===== config.mk =====
export PLATFORM = sky130hd
export DESIGN_NAME = serial_rx_core
export DESIGN_NICKNAME = d
export VERILOG_FILES = /design/src/rtl/rx_pkg.sv /design/src/rtl/rx_sync.sv /design/src/rtl/rx_frame_fsm.sv /design/src/rtl/rx_hold_reg.sv /design/src/rtl/serial_rx_core.sv
export SDC_FILE = /design/constraint.sdc
export NUM_CORES = 1
export LEC_CHECK = 0
export ABC_CLOCK_PERIOD_IN_PS = 4120
export BUFFER_PORTS_ARGS = -buffer_cell sky130_fd_sc_hd__buf_2
export CAP_MARGIN = 20
export CORE_ASPECT_RATIO = 2
export CORE_UTILIZATION = 52
export CTS_BUF_LIST = sky130_fd_sc_hd__clkbuf_8
export CTS_CLUSTER_SIZE = 24
export DETAILED_ROUTE_END_ITERATION = 8
export PLACE_DENSITY = 0.72
export SYNTH_ARGS = -nofsm -noshare
export SYNTH_HDL_FRONTEND = slang
export SYNTH_SLANG_ARGS = --single-unit

===== constraint.sdc =====
create_clock -name clk -period 4.12 [get_ports clk]
set_input_delay 1.236 -clock clk [delete_from_list [all_inputs] [get_ports clk]]
set_output_delay 1.236 -clock clk [all_outputs]
set_load 0.01 [all_outputs]

===== src/rtl/rx_pkg.sv =====
package rx_pkg;
   typedef enum logic [2:0] {
      RX_OFF,
      RX_ARM,
      RX_IDLE,
      RX_START,
      RX_DATA,
      RX_PAR,
      RX_STOP
   } rx_state_e;
endpackage


===== src/rtl/rx_sync.sv =====
module rx_sync #(
   parameter int STAGES = 2
) (
   input  logic clk,
   input  logic rst_n,
   input  logic din,
   output logic dout
);
   logic [STAGES-1:0] pipe;

   always_ff @(posedge clk or negedge rst_n) begin
      if (!rst_n) pipe <= '1;
      else        pipe <= {pipe[STAGES-2:0], din};
   end

   assign dout = pipe[STAGES-1];
endmodule


===== src/rtl/rx_frame_fsm.sv =====
module rx_frame_fsm
   import rx_pkg::*;
#(
   parameter int DATA_W         = 8,
   parameter int OVS            = 16,
   parameter int START_LOW      = 8,
   parameter bit PARITY_SUPPORT = 1'b1
) (
   input  logic              clk,
   input  logic              rst_n,
   input  logic              tick,
   input  logic              line,
   input  logic              cmd_reset,
   input  logic              cmd_enable,
   input  logic              par_en,
   input  logic              par_odd,
   output logic              store_ev,
   output logic [DATA_W-1:0] cap_data,
   output logic              cap_ferr,
   output logic              cap_perr
);
   localparam int PH_W = $clog2(OVS);
   localparam int BN_W = (DATA_W > 1) ? $clog2(DATA_W) : 1;
   localparam logic [PH_W-1:0] MID_PH  = PH_W'(OVS / 2);
   localparam logic [PH_W-1:0] LOW_MIN = PH_W'(START_LOW);
   localparam logic [BN_W-1:0] LAST_BN = BN_W'(DATA_W - 1);

   rx_state_e         st;
   logic [PH_W-1:0]   ph;
   logic [PH_W-1:0]   ph_n;
   logic [BN_W-1:0]   bn;
   logic [DATA_W-1:0] sh;
   logic              pbit;
   logic              par_on;
   logic              perr_calc;
   logic              at_mid;

   assign ph_n   = ph + 1'b1;
   assign at_mid = tick && (ph_n == MID_PH);

   generate
      if (PARITY_SUPPORT) begin : g_par
         assign par_on    = par_en;
         assign perr_calc = (^sh) ^ pbit ^ par_odd;
      end else begin : g_nopar
         assign par_on    = 1'b0;
         assign perr_calc = 1'b0;
      end
   endgenerate

   always_ff @(posedge clk or negedge rst_n) begin
      if (!rst_n) begin
         st   <= RX_OFF;
         ph   <= '0;
         bn   <= '0;
         sh   <= '0;
         pbit <= 1'b0;
      end else if (cmd_reset) begin
         st <= RX_OFF;
      end else begin
         unique case (st)
            RX_OFF:  if (cmd_enable) st <= RX_ARM;
            RX_ARM:  if (tick && line) st <= RX_IDLE;
            RX_IDLE: if (tick && !line) begin
               st <= RX_START;
               ph <= '0;
            end
            RX_START: if (tick) begin
               ph <= ph_n;
               if (line && (ph_n < LOW_MIN)) st <= RX_IDLE;
               else if (ph_n == MID_PH) begin
                  st <= RX_DATA;
                  bn <= '0;
               end
            end
            RX_DATA: if (tick) begin
               ph <= ph_n;
               if (at_mid) begin
                  sh <= {line, sh[DATA_W-1:1]};
                  if (bn == LAST_BN) st <= par_on ? RX_PAR : RX_STOP;
                  else               bn <= bn + 1'b1;
               end
            end
            RX_PAR: if (tick) begin
               ph <= ph_n;
               if (at_mid) begin
                  pbit <= line;
                  st   <= RX_STOP;
               end
            end
            RX_STOP: if (tick) begin
               ph <= ph_n;
               if (at_mid) st <= RX_ARM;
            end
            default: st <= RX_OFF;
         endcase
      end
   end

   assign store_ev = (st == RX_STOP) && at_mid && !cmd_reset;
   assign cap_data = sh;
   assign cap_ferr = !line;
   assign cap_perr = par_on && perr_calc;
endmodule


===== src/rtl/rx_hold_reg.sv =====
module rx_hold_reg #(
   parameter int DATA_W = 8
) (
   input  logic              clk,
   input  logic              rst_n,
   input  logic              store_ev,
   input  logic [DATA_W-1:0] cap_data,
   input  logic              cap_ferr,
   input  logic              cap_perr,
   input  logic              rd_strobe,
   input  logic              cmd_reset,
   output logic [DATA_W-1:0] rx_data,
   output logic              rx_ready,
   output logic              frame_err,
   output logic              par_err
);
   always_ff @(posedge clk or negedge rst_n) begin
      if (!rst_n) begin
         rx_data  <= '0;
         rx_ready <= 1'b0;
      end else begin
         if (store_ev) rx_data <= cap_data;
         if (store_ev)       rx_ready <= 1'b1;
         else if (rd_strobe) rx_ready <= 1'b0;
      end
   end

   always_ff @(posedge clk or negedge rst_n) begin
      if (!rst_n) begin
         frame_err <= 1'b0;
         par_err   <= 1'b0;
      end else if (cmd_reset) begin
         frame_err <= 1'b0;
         par_err   <= 1'b0;
      end else if (store_ev) begin
         frame_err <= frame_err | cap_ferr;
         par_err   <= par_err | cap_perr;
      end
   end
endmodule


===== src/rtl/serial_rx_core.sv =====
module serial_rx_core #(
   parameter int DATA_W         = 8,
   parameter int OVS            = 16,
   parameter int START_LOW      = 8,
   parameter int SYNC_STAGES    = 2,
   parameter bit PARITY_SUPPORT = 1'b1
) (
   input  logic              clk,
   input  logic              rst_n,
   input  logic              tick,
   input  logic              rxd,
   input  logic              cmd_reset,
   input  logic              cmd_enable,
   input  logic              par_en,
   input  logic              par_odd,
   input  logic              rd_strobe,
   output logic [DATA_W-1:0] rx_data,
   output logic              rx_ready,
   output logic              frame_err,
   output logic              par_err
);
   generate
      if (DATA_W < 1) begin : g_bad_width
         $error("DATA_W must be at least 1");
      end
      if (OVS < 4 || (OVS & (OVS - 1)) != 0) begin : g_bad_ovs
         $error("OVS must be a power of two of at least 4");
      end
      if (START_LOW < 1 || START_LOW > OVS / 2) begin : g_bad_low
         $error("START_LOW must lie in 1..OVS/2");
      end
      if (SYNC_STAGES < 2) begin : g_bad_sync
         $error("SYNC_STAGES must be at least 2");
      end
   endgenerate

   logic              line_s;
   logic              store_ev;
   logic [DATA_W-1:0] cap_data;
   logic              cap_ferr;
   logic              cap_perr;

   rx_sync #(.STAGES(SYNC_STAGES)) i_sync (
      .clk  (clk),
      .rst_n(rst_n),
      .din  (rxd),
      .dout (line_s)
   );

   rx_frame_fsm #(
      .DATA_W        (DATA_W),
      .OVS           (OVS),
      .START_LOW     (START_LOW),
      .PARITY_SUPPORT(PARITY_SUPPORT)
   ) i_fsm (
      .clk       (clk),
      .rst_n     (rst_n),
      .tick      (tick),
      .line      (line_s),
      .cmd_reset (cmd_reset),
      .cmd_enable(cmd_enable),
      .par_en    (par_en),
      .par_odd   (par_odd),
      .store_ev  (store_ev),
      .cap_data  (cap_data),
      .cap_ferr  (cap_ferr),
      .cap_perr  (cap_perr)
   );

   rx_hold_reg #(.DATA_W(DATA_W)) i_hold (
      .clk      (clk),
      .rst_n    (rst_n),
      .store_ev (store_ev),
      .cap_data (cap_data),
      .cap_ferr (cap_ferr),
      .cap_perr (cap_perr),
      .rd_strobe(rd_strobe),
      .cmd_reset(cmd_reset),
      .rx_data  (rx_data),
      .rx_ready (rx_ready),
      .frame_err(frame_err),
      .par_err  (par_err)
   );
endmodule


==> results of run 1 <==
-- power by group through the flow --
stage / sequential [mW] / clock [mW] / combinational [mW]
global placement: 0.402 / 0 / 0.161
floorplan: 0.364 / 0 / 0.176
finish: 0.401 / 0.243 / 0.166
global route: 0.408 / 0.262 / 0.185
detailed placement: 0.406 / 0 / 0.166
CTS: 0.400 / 0.251 / 0.167
-- worst paths after layout --
kind	from	endpoint	slack (ns)	cells after the start
max in group asynchronous	rst_n	i_fsm.cap_data[7]	2.66	1
min reg2reg	i_sync.pipe[0]	i_sync.pipe[1]	0.36	0
min	i_sync.pipe[0]	i_sync.pipe[1]	0.36	0
max reg2reg	i_fsm.st[0]	i_fsm.st[1]	1.94	5
min in group asynchronous	rst_n	i_fsm.st[1]	1.01	1
max	tick	i_hold.rx_data[6]	1.66	5
-- flip-flops by register name, summed over array words and instances, names as in the netlist --
| signal | flops |
|---|---|
| i_fsm.cap_data | 8 |
| i_hold.rx_data | 8 |
| i_fsm.ph | 4 |
| i_fsm.bn | 3 |
| i_fsm.st | 3 |
| i_sync.pipe | 2 |
| i_fsm.pbit | 1 |
| i_hold.frame_err | 1 |
| i_hold.par_err | 1 |
| i_hold.rx_ready | 1 |
-- through the flow --
| stage | std cells | power [mW] |
|---|---|---|
| floorplan | 152 | 0.540 |
| global placement | 197 | 0.563 |
| detailed placement | 197 | 0.572 |
| CTS | 205 | 0.818 |
| global route | 205 | 0.855 |
| finish | 205 | 0.810 |
-- logic make-up (layout without fill, tap and decap cells) --
family / Yosys count / count (layout) / share of synthesized area (%)
buffers and inverters: 10 / 32 / 2.92
AOI/OAI and AO/OA: 31 / 31 / 11.1
DFF: 32 / 32 / 46.9
xor gates and xnor gates: 9 / 9 / 5.41
muxes: 20 / 20 / 13.6
adders and majority gates: 3 / 3 / 2.19
and+or+nand+nor: 47 / 47 / 17.8
-- metal layers --
layer  GRT usage [%]  vias to the layer above  part of all wire (%)  wire length (microns)
li1                -                      580                     -                      -
met1            20.6                      591                    36                   1160
met2            37.9                       17                    59                   1880
met3            4.13                        7                   2.4                     76
met4            10.2                        0                   2.0                     63
met5               0                        -                     0                      0
-- area by class of cell --
cell class	count	area share [%]
multi-input combinational	110	45.0
sequential	32	42.1
timing repair buffer	19	4.98
clock buffer	6	4.33
tap	31	2.03
inverter	5	0.984
clock inverter	2	0.590
-- layout by cell type, fill, tap and decap left out, types with 3 or more instances in the layout --
master / netlist / final
sky130_fd_sc_hd__buf_2: 1 / 19
sky130_fd_sc_hd__dfrtp_1: 30 / 30
sky130_fd_sc_hd__a211oi_1: 5 / 5
sky130_fd_sc_hd__nand2_1: 8 / 8
sky130_fd_sc_hd__clkbuf_8: 0 / 6
sky130_fd_sc_hd__inv_1: 5 / 6
sky130_fd_sc_hd__nand3_1: 6 / 6
sky130_fd_sc_hd__nand2b_1: 5 / 5
sky130_fd_sc_hd__a21oi_1: 8 / 8
sky130_fd_sc_hd__nor2b_1: 4 / 4
sky130_fd_sc_hd__o21ai_0: 9 / 9
sky130_fd_sc_hd__a21o_1: 3 / 3
sky130_fd_sc_hd__mux2_2: 18 / 18
sky130_fd_sc_hd__xnor2_1: 6 / 6
sky130_fd_sc_hd__nor2_1: 7 / 7
sky130_fd_sc_hd__ha_1: 3 / 3
==> summary by stage, run 1 <==
Synth
The gate count of the mapped netlist is between 150 and 200. The proportion of synthesized chip area in sequential cells is between 40% and 50%. In the synthesized netlist the dominant register cell turns out to be sky130_fd_sc_hd__dfrtp_1. The async set or reset register ratio after synthesis is 100%.

The number of unique standard cell types used by synthesis is 43. By count the netlist is led by sky130_fd_sc_hd__dfrtp_1, sky130_fd_sc_hd__mux2_2, sky130_fd_sc_hd__o21ai_0. The count of synthesis-stage warnings from yosys is 0. The synthesized design contains 32 register bits. The synthesized netlist occupies a cell area of ~1700 sq um. The number of enable-type register cells in the synthesized netlist is 0.

Of all cell types, the one taking the most synthesized area is sky130_fd_sc_hd__dfrtp_1. Synthesis produced a netlist with a net count of approximately 160. The average cell area after synthesis is ~11 sq um. The dominant cell by count in the synthesized netlist is sky130_fd_sc_hd__dfrtp_1. After synthesis, the cell types taking the most area are sky130_fd_sc_hd__dfrtp_1, sky130_fd_sc_hd__mux2_2, sky130_fd_sc_hd__dfstp_2. The fraction of synthesized cell area taken by the top area cell type is between 40% and 50%.

Timing
Static timing analysis puts the maximum clock frequency at slightly above 400 MHz. The remaining max-slew budget at the tightest pin is roughly 53%. Across all hold checks on the routed design, the worst slack comes to between 0.3 and 0.4 ns. Across all setup checks in the final design, the least slack found is 1.66 ns. Between clock sinks in the finished design, the worst skew comes to 0.00434 ns. The number of hold violations in the final report is 0. Setup repair after global routing left no endpoint under its margin.

The routed design could run at a clock period as short as ~2.5 ns. The part of the cycle the worst path needs is between 50 and 60%. The number of max-slew violations in the final report is 0. At the pin with the least slew margin, the transition time is 0.706 ns. Setup total negative slack on the finished layout was measured at 0 ns. The number of setup violations in the final report is 0.

Clock tree
The buffer depth of the longest clock path is 2. Gates resized during post-CTS repair numbered 0. The total clock buffers created by CTS is 5.

Clock latency on the worst-skew pair, taken at its later pin, is between 0.2 and 0.3 ns. The level count of the clock H-tree is 2. The CTS tree is yes. The library cell used as clock root buffer is sky130_fd_sc_hd__clkbuf_8.

After clock tree synthesis, the flow added hold-fix buffers numbering 0. The tree built by TritonCTS fans out to 32 sinks. The post-CTS setup buffer count is 0. The clock-pin slew on the worst setup and hold paths is 0.06 ns.

Worst setup path
The largest fanout of any net on the critical path is 10. The startpoint type of the worst setup path is an input port. On the worst path, the slowest cell contributes a delay of between 0.4 and 0.5 ns. For this design, the slowest cell found on the critical path is sky130_fd_sc_hd__nor3_4. In this design, the largest share of critical-path delay is due to simple AND/OR/NAND/NOR gates. The category of the critical setup timing path is in -> reg. The required time of the critical path is between 4 and 5 ns. The critical path goes through buf_2 > nand3_1 > a21o_1 > nor3_4 > mux2_2. The element type at the critical path end is a flop. The worst path buffer plus inverter count is 1. At the worst endpoint, the arrival time is 2.62 ns.

Route
The total DRC errors in the routed layout is 0. The first detailed-routing pass took 4 iterations. In the final routed layout, each cell accounts on average for 15.5 microns.

The vias after detailed routing is roughly 1.2k. The number of nets with antenna violations after routing is 0. The overall routed net length is 3170 microns. Dividing the detail-routed via count by the number of cells gives 5.83.

The initial DRC count is 26.

Cells and area
The count of inserted antenna diode cells is 0. The proportion of layout cells with a drive suffix above 1 is 32.2%. With fillers left out, the area of the finished cells amounts to 1910 sq um. Once layout is complete, the utilization of the core stands at between 60% and 70%. In the final layout, the multi-input gates occupy ~860 sq um. For this run, the post-layout net count is between 150 and 200. The synthesis-to-finish area growth is 11.5%. The sequential cell area is 803 sq um. The filler cell count in the final layout is around 250.

Pwr
The share of power burned in the clock network is around 30%. The internal power is 0.559 mW. The largest voltage drop on the vdd net is 0.000292 V. In this run the power density over the cells is between 400 and 500 nW/um^2. Of the total power, combinational logic draws 20.5%. In this run the power spent charging and discharging nets is ~0.25 mW. The switching part of the total power is between 30% and 40%. The leakage power is slightly above 0.9 nW. The sequential power share is roughly half.

GRT
For this run, the total global-route usage over all layers was measured as 20.6%. The initial antenna violation count is 0. The first-pass GRT wire length is ~5500 microns. The pin count of the biggest net entering global routing is 33. The total overflow left after global routing is 0. The number of global-route vias before repair was ~1.3k.

Place
In this run the cell area measured after placement is approximately 1800 sq um. The number of input and output port buffers inserted is 19. The worst setup slack before clock tree synthesis is about 1.4 ns. Once detailed placement completed, the half-perimeter wirelength came to between 2000 and 2500 microns. The congestion estimate from routability-driven global placement came to about 0.87.

Die
20 I/O pins were placed. The die width is roughly 43 microns. The die covers around 3500 sq um. The die is between 80 and 90 microns tall. The placeable core area is about 3200 sq um. The initialized floorplan defines 29 standard-cell rows. The initial utilization of the core area, before any placement, comes to between 50% and 60%.

Outcome
The flow ran to the end, and the final reports show no timing, DRC or antenna violations.

Run
The number of maximum-capacitance violations is 0.

Min path
The type of the tightest min-delay check is reg -> reg.
Note: power is estimated with default switching activity, not from simulation.
==> run 2, diff against run 1 <==
--- a/config.mk
+++ b/config.mk
@@ -5,7 +5,7 @@
 export SDC_FILE = /design/constraint.sdc
 export NUM_CORES = 1
 export LEC_CHECK = 0
-export ABC_CLOCK_PERIOD_IN_PS = 4120
+export ABC_CLOCK_PERIOD_IN_PS = 2400
 export BUFFER_PORTS_ARGS = -buffer_cell sky130_fd_sc_hd__buf_2
 export CAP_MARGIN = 20
 export CORE_ASPECT_RATIO = 2
==> constraint.sdc (replaced) <==
create_clock -name clk -period 2.4 [get_ports clk]
set_input_delay 0.72 -clock clk [delete_from_list [all_inputs] [get_ports clk]]
set_output_delay 0.72 -clock clk [all_outputs]
set_load 0.01 [all_outputs]
==> summary by stage, run 2 (same netlist as run 1, synthesis figures left out) <==
Outcome
The flow ran to the end, and the final reports show no timing, DRC or antenna violations.

Timing
The number of setup violations in the final report is 0 (unchanged). The remaining max-slew budget at the tightest pin is 53.6% (+0.65 points). The number of hold violations in the final report was 0 (unchanged).

The smallest clock period supported by the final layout is computed as around 2.1 ns. Setup repair after global routing left no endpoint under its margin. The actual slew at the worst max-slew pin was 0.696 ns (-0.00973 ns). The accumulated negative setup slack is 0 ns (unchanged).

The worst clock skew was 0.00500 ns (+0.000659 ns). The maximum clock rate is 473 MHz. The number of max-slew violations in the final report is 0 (unchanged). The post-route worst hold slack is 0.355 ns (-0.000733 ns). The part of the cycle the worst path needs is about 88%.

Cells and area
The post-layout net count came to 188 (+1.6%). The synthesis-to-finish area growth is 12.7%. The library cell used most frequently in the layout, excluding fill and tap cells, is sky130_fd_sc_hd__dfrtp_1. Leaving out fill and tap cells, the most frequent cells in the layout are sky130_fd_sc_hd__dfrtp_1, sky130_fd_sc_hd__buf_2, sky130_fd_sc_hd__mux2_2. The count of inserted antenna diode cells came to 0 (unchanged). The proportion of layout cells with a drive suffix above 1 is 33.9% (+1.7 points).

Clock tree
The level count of the clock H-tree is 2 (unchanged). The buffer depth of the longest clock path is 2 (unchanged). The post-CTS setup buffer count is 0 (unchanged). The clock-pin slew on the worst setup and hold paths is 0.07 ns (about the same). The number of cells upsized or downsized after cts is 0 (unchanged). The library cell used as clock root buffer is sky130_fd_sc_hd__clkbuf_8. The total clock buffers created by CTS is 5 (unchanged). The quantity of hold-fixing buffers added after cts is 0 (unchanged). TritonCTS built the clock tree. The latest clock arrival within the worst-skew pair is 0.29 ns (about the same).

The sink count of the clock tree came to 32 (unchanged).

GRT
The number of global-route vias before repair came to 1210 (-3.3%). The total grt overflow came to 0 (unchanged). The first-pass GRT wire length is 5570 microns (+1.3%). The global-route usage over all layers came to 21.3% (+0.74 points).

The initial antenna violation count is 0 (unchanged). The pin count of the biggest net entering global routing came to 33 (unchanged).

Die
The number of cell rows is 29 (unchanged). The die width is 42.6 microns (unchanged). The vertical extent of the die is 83.1 microns (unchanged). The placeable core area is 3160 sq um (unchanged). The starting utilization of the core area came to 54.2% (unchanged). The die area is 3540 sq um (unchanged).

The count of boundary I/O pins is 20 (unchanged).

Route
The final routed wire length divided by cell count is 15.3 microns (-1.3%). The first-pass iteration count of the detailed router is 4 (unchanged). The vias after detailed routing is 1197 (+0.17%).

The overall routed net length came to 3180 microns (+0.13%). The initial DRC count was 19 (-27%). The total DRC errors in the routed layout came to 0 (unchanged). The per-cell via count in the routed design was 5.75 (-1.3%). The number of nets with antenna violations after routing came to 0 (unchanged).

Min path
The type of the tightest min-delay check is reg -> reg. The worst hold path cell count is 0 (unchanged).

Pwr
The switching part of the total power is 31.2% (+0.16 points). The leakage power is 0.949 nW (+2.0%). The combinational share of power was 21.9% (+1.4 points). The largest voltage drop on the vdd net is 0.000503 V (+73%). The ratio of total power to cell area was 729 nW/um^2 (+72%). The sequential power share is 47.8% (-1.7 points). The internal power was 0.968 mW (+73%). The net load switching power is 0.438 mW (+74%). The share of power burned in the clock network is 30.2% (+0.2 points).

Place
The placer congestion estimate is 0.865 (-0.88%). The number of input and output port buffers inserted was 19 (unchanged). The half-perimeter wire length of the detailed placement result is 2370 microns (+0.37%).

Worst setup path
The startpoint type of the worst setup path is a flop. The largest fanout of any net on the critical path is 14 (+4). The category of the critical setup timing path is reg -> reg.

The required time of the critical path came to 2.58 ns (-1.70 ns). The depth of the worst register-to-register path is 5 (unchanged). The arrival time at the worst endpoint came to 2.29 ns (-0.33 ns). STA classifies the critical path endpoint as a flop.

Run
The number of maximum-capacitance violations is 0 (unchanged).
-- run 2: worst max-delay path, cell delays in order, from the launching register on --
cell and delay (ns):
sky130_fd_sc_hd__dfrtp_1 0.63, sky130_fd_sc_hd__nand2_4 0.08, sky130_fd_sc_hd__or2_0 0.26, sky130_fd_sc_hd__or4b_1 0.51, sky130_fd_sc_hd__and4bb_4 0.23, sky130_fd_sc_hd__mux2_4 0.29
-- run 2: power groups by stage --
stage | logic [mW] | clock network [mW] | registers, mW
after floorplan | 0.303 | 0 | 0.624
after global placement | 0.301 | 0 | 0.680
after detailed placement | 0.311 | 0 | 0.683
after CTS | 0.312 | 0.440 | 0.673
after global routing | 0.351 | 0.460 | 0.686
final | 0.308 | 0.425 | 0.673
-- run 2: per-layer routing --
layer,up-vias,track usage (%),wire [microns]
met4,0,13.1,101
met2,17,38.0,1890
met5,-,0,0
met3,7,4.78,90
li1,586,-,-
met1,587,21.0,1100
-- run 2: worst paths after layout --
kind                                start                 to  slack, ns
setup / recovery              i_fsm.st[1]        i_fsm.st[0]       0.29
hold / removal             i_sync.pipe[0]     i_sync.pipe[1]       0.36
setup reg to reg              i_fsm.st[1]        i_fsm.st[0]       0.29
hold reg to reg            i_sync.pipe[0]     i_sync.pipe[1]       0.36
max in group asynchronous           rst_n  i_fsm.cap_data[4]       1.47
min in group asynchronous           rst_n        i_fsm.ph[0]       0.47
-- run 2: cell type report --
type                            count  area, sq um
Clock inverter                      2         10.0
Tap cell                           31         38.8
Timing Repair Buffer               22          118
Sequential cell                    32          803
Multi-Input combinational cell    110          858
Clock buffer                        6         82.6
Inverter                            5         18.8
Fill cell                         266         1230
-- run 2: stage by stage --
stage                     utilization (%)  setup WS, ns  total power [mW]  area (sq um)  cells
after global placement               58.2         0.264             0.982          1840    200
after global routing                 61.1         0.178              1.50          1930    208
after floorplan                         -         0.434             0.927          1710    152
after CTS                            61.1         0.287              1.43          1930    208
after detailed placement             58.2         0.252             0.994          1840    200
final                                61.1         0.285              1.41          1930    208
==> run 3, diff against run 2 <==
--- a/config.mk
+++ b/config.mk
@@ -5,10 +5,10 @@
 export SDC_FILE = /design/constraint.sdc
 export NUM_CORES = 1
 export LEC_CHECK = 0
+export ABC_AREA = 1
 export ABC_CLOCK_PERIOD_IN_PS = 2400
 export BUFFER_PORTS_ARGS = -buffer_cell sky130_fd_sc_hd__buf_2
 export CAP_MARGIN = 20
-export CORE_ASPECT_RATIO = 2
 export CORE_UTILIZATION = 52
 export CTS_BUF_LIST = sky130_fd_sc_hd__clkbuf_8
 export CTS_CLUSTER_SIZE = 24
==> summary by stage, run 3 <==
Outcome
The flow ran to the end, and the final reports show no timing, DRC or antenna violations.

Synth
Of all cell types, the one taking the most synthesized area is sky130_fd_sc_hd__dfrtp_1. The average cell area after synthesis is 8.56 sq um (-24%). In the synthesized netlist the dominant register cell turns out to be sky130_fd_sc_hd__dfrtp_1. In the post-synthesis netlist, the cell with the most instances is sky130_fd_sc_hd__nand2_1. The number of enable-type register cells in the synthesized netlist is 0 (unchanged). The synthesis-stage register bit count is 32 (unchanged). The synthesized netlist net count is 217 (+32%). The async set or reset register ratio after synthesis is 100% (unchanged). The proportion of synthesized chip area in sequential cells is 45.8% (-1.2 points). By count the netlist is led by sky130_fd_sc_hd__nand2_1, sky130_fd_sc_hd__dfrtp_1, sky130_fd_sc_hd__inv_1. The fraction of synthesized cell area taken by the top area cell type came to 42.8% (-1.1 points). The gate count of the mapped netlist is 205 (+35%). By area the synthesized netlist is led by sky130_fd_sc_hd__dfrtp_1, sky130_fd_sc_hd__nand2_1, sky130_fd_sc_hd__inv_1. The number of unique standard cell types used by synthesis is 32 (-26%).

The netlist area before placement is 1760 sq um (+2.6%). The count of synthesis-stage warnings from yosys is 0 (unchanged).

Die
The count of boundary I/O pins came to 20 (unchanged). The die width is 60.1 microns (+41%). The starting utilization of the core area is 56.1% (+1.9 points).

The die area is 3610 sq um (+2.1%). The number of cell rows was 20 (-31%). The placeable core area came to 3130 sq um (-0.91%). The vertical extent of the die is 60.1 microns (-28%).

Worst setup path
The worst setup path is launched from a flop. The worst flop-to-flop path endpoint is i_fsm.bn[2]. The category of the critical setup timing path is reg -> reg. The arrival time at the worst endpoint is 1.72 ns (-0.57 ns). The largest fanout of any net on the critical path is 6 (-8). The required time of the critical path is 2.56 ns (-0.02 ns). The setup slack on the worst flop-to-flop path is 0.84 ns (+0.55 ns). The worst reg2reg path startpoint is i_fsm.ph[0]. The depth of the worst register-to-register path is 8 (+3). The element type at the critical path end is a flop.

GRT
The pin count of the biggest net entering global routing is 33 (unchanged). The total grt overflow is 0 (unchanged). The first-pass GRT wire length came to 5550 microns (-0.25%). The initial antenna violation count was 0 (unchanged). The number of global-route vias before repair is 1332 (+10%). The global-route usage over all layers came to 21.2% (-0.10 points).

Timing
The number of setup violations in the final report was 0 (unchanged). The actual slew at the worst max-slew pin is 0.698 ns (+0.00197 ns). The number of hold violations in the final report is 0 (unchanged). The post-layout worst setup margin is 0.840 ns (+0.555 ns). The part of the cycle the worst path needs is 65.0% (-23 points). The accumulated negative setup slack is 0 ns (unchanged). Setup repair after global routing left no endpoint under its margin.

The number of max-slew violations in the final report is 0 (unchanged). The maximum clock rate is 641 MHz (+36%). The remaining max-slew budget at the tightest pin is 53.5% (-0.13 points). The worst clock skew is 0.00639 ns (+0.00139 ns).

The shortest period the worst path allows is 1.56 ns (-0.555 ns).

Cells and area
Leaving out fill and tap cells, the most frequent cell in the layout is sky130_fd_sc_hd__nand2_1. The count of inserted antenna diode cells was 0 (unchanged). The post-layout net count is 241 (+28%). The proportion of layout cells with a drive suffix above 1 is 25.7% (-8.2 points). From synthesis to final layout, the design area changed by 14.5%. In the layout the commonest cells are sky130_fd_sc_hd__nand2_1, sky130_fd_sc_hd__dfrtp_1, sky130_fd_sc_hd__inv_1. The final non-filler cell area came to 2010 sq um (+4.2%). The final standard cell utilization of the core is 64.2% (+3.1 points).

Pwr
The net load switching power is 0.461 mW (+5.1%). The sequential power share is 41.2% (-6.6 points). The internal power is 1.06 mW (+9.6%). The combinational share of power is 21.9% (about the same). The leakage power is 1.02 nW (+7.1%).

The share of power burned in the clock network is 36.9% (+6.7 points). The largest voltage drop on the vdd net was 0.000463 V (-7.9%). The ratio of total power to cell area was 757 nW/um^2 (+3.9%). The switching part of the total power was 30.3% (-0.88 points).

Run
The number of maximum-capacitance violations is 0 (unchanged).

Route
The first-pass iteration count of the detailed router was 4 (unchanged). The vias after detailed routing was 1380 (+15%). The total DRC errors in the routed layout came to 0 (unchanged). The initial DRC count came to 70 (+51). The final routed wire length divided by cell count is 11.8 microns (-23%). The per-cell via count in the routed design was 5.04 (-12%). The number of nets with antenna violations after routing is 0 (unchanged). The overall routed net length was 3240 microns (+2.1%).

Clock tree
The clock-pin slew on the worst setup and hold paths was 0.07 ns (about the same). The number of cells upsized or downsized after cts is 0 (unchanged). The buffer depth of the longest clock path is 2 (unchanged). TritonCTS built the clock tree.

The level count of the clock H-tree is 2 (unchanged). The quantity of hold-fixing buffers added after cts was 0 (unchanged). The post-CTS setup buffer count is 0 (unchanged). The sink count of the clock tree is 32 (unchanged). The library cell used as clock root buffer is sky130_fd_sc_hd__clkbuf_8.

The latest clock arrival within the worst-skew pair was 0.28 ns (about the same). The total clock buffers created by CTS was 5 (unchanged).

Min path
The worst hold path cell count came to 0 (unchanged). The hold path startpoint is i_sync.pipe[0]. The worst min-delay path endpoint is i_sync.pipe[1]. The worst hold path belongs to the class reg -> reg.

Place
The placer congestion estimate was 0.863 (-0.28%). The number of input and output port buffers inserted came to 19 (unchanged). The total cell area at the placement stage came to 1880 sq um (+2.5%). The half-perimeter wire length of the detailed placement result is 2420 microns (+2.4%). The worst setup slack before clock tree synthesis is 0.637 ns (+0.386 ns).
run 3: cell types whose count changed after synthesis, sizes merged, moves of 3 or more:
cell,before,now
a211oi,5,0
a21o,3,0
inv,5,27
mux2,20,0
nand2,9,67
nand2b,5,0
nand3,6,18
nor2b,4,0
o21ai,10,24
run 3: layout make-up:
class                           instances  area, sq um
Multi-Input combinational cell        144          826
Clock inverter                          1         30.0
Fill cell                             298         1120
Sequential cell                        32          803
Timing Repair Buffer                   19         95.1
Inverter                               27          104
Clock buffer                            7         96.3
Tap cell                               44         55.1
run 3: worst max-delay path by stage:
stage          cells after the start           to        start  slack (ns)
2_1_floorplan                      9  i_fsm.st[2]         tick        0.93
3_3_place_gp                       8  i_fsm.ph[2]         tick        0.69
3_5_place_dp                      10  i_fsm.st[1]    cmd_reset        0.64
4_1_cts                            8  i_fsm.bn[2]  i_fsm.ph[0]        0.83
5_1_grt                            8  i_fsm.bn[2]  i_fsm.ph[0]        0.67
6_report                           8  i_fsm.bn[2]  i_fsm.ph[0]        0.84
run 3: cells by family (layout without fill, tap and decap cells):
group	after synthesis	in the layout	share of synthesized area [%]
buf+inv	29	54	7.20
flops	32	32	45.8
simple gates	101	101	29.3
fa+ha+maj	3	3	2.14
compound gates	34	34	12.6
xor+xnor	6	6	2.99
run 3: power by group through the flow:
stage          Combinational [mW]  Sequential (mW)  Clock (mW)
5_1_grt                     0.376            0.632       0.589
2_1_floorplan               0.269            0.623           0
6_report                    0.333            0.627       0.562
4_1_cts                     0.336            0.627       0.572
3_3_place_gp                0.325            0.633           0
3_5_place_dp                0.334            0.637           0
run 3: per-layer routing:
layer  up-vias  global-route usage (%)  share of wire, %
met4         0                    6.98              0.96
met2        20                    38.0                51
li1        706                       -                 -
met1       650                    24.0                44
met5         -                       0                 0
met3         4                    5.84               3.9
run 3: critical path, stage by stage (launching register included):
cell                      delay, ns
sky130_fd_sc_hd__dfrtp_1       0.42
sky130_fd_sc_hd__ha_1          0.19
sky130_fd_sc_hd__nand2_1       0.09
sky130_fd_sc_hd__inv_1         0.13
sky130_fd_sc_hd__nand2_1       0.10
sky130_fd_sc_hd__a21oi_1       0.17
sky130_fd_sc_hd__nand2_1       0.16
sky130_fd_sc_hd__nand2_1       0.10
sky130_fd_sc_hd__o21ai_1       0.07
run 3: per-stage QoR:
step	hold slack (ns)	total power, mW	std cells
2_1_floorplan	0.345	0.892	205
3_3_place_gp	0.349	0.959	266
3_5_place_dp	0.348	0.971	266
4_1_cts	0.358	1.54	274
5_1_grt	0.359	1.60	274
6_report	0.357	1.52	274
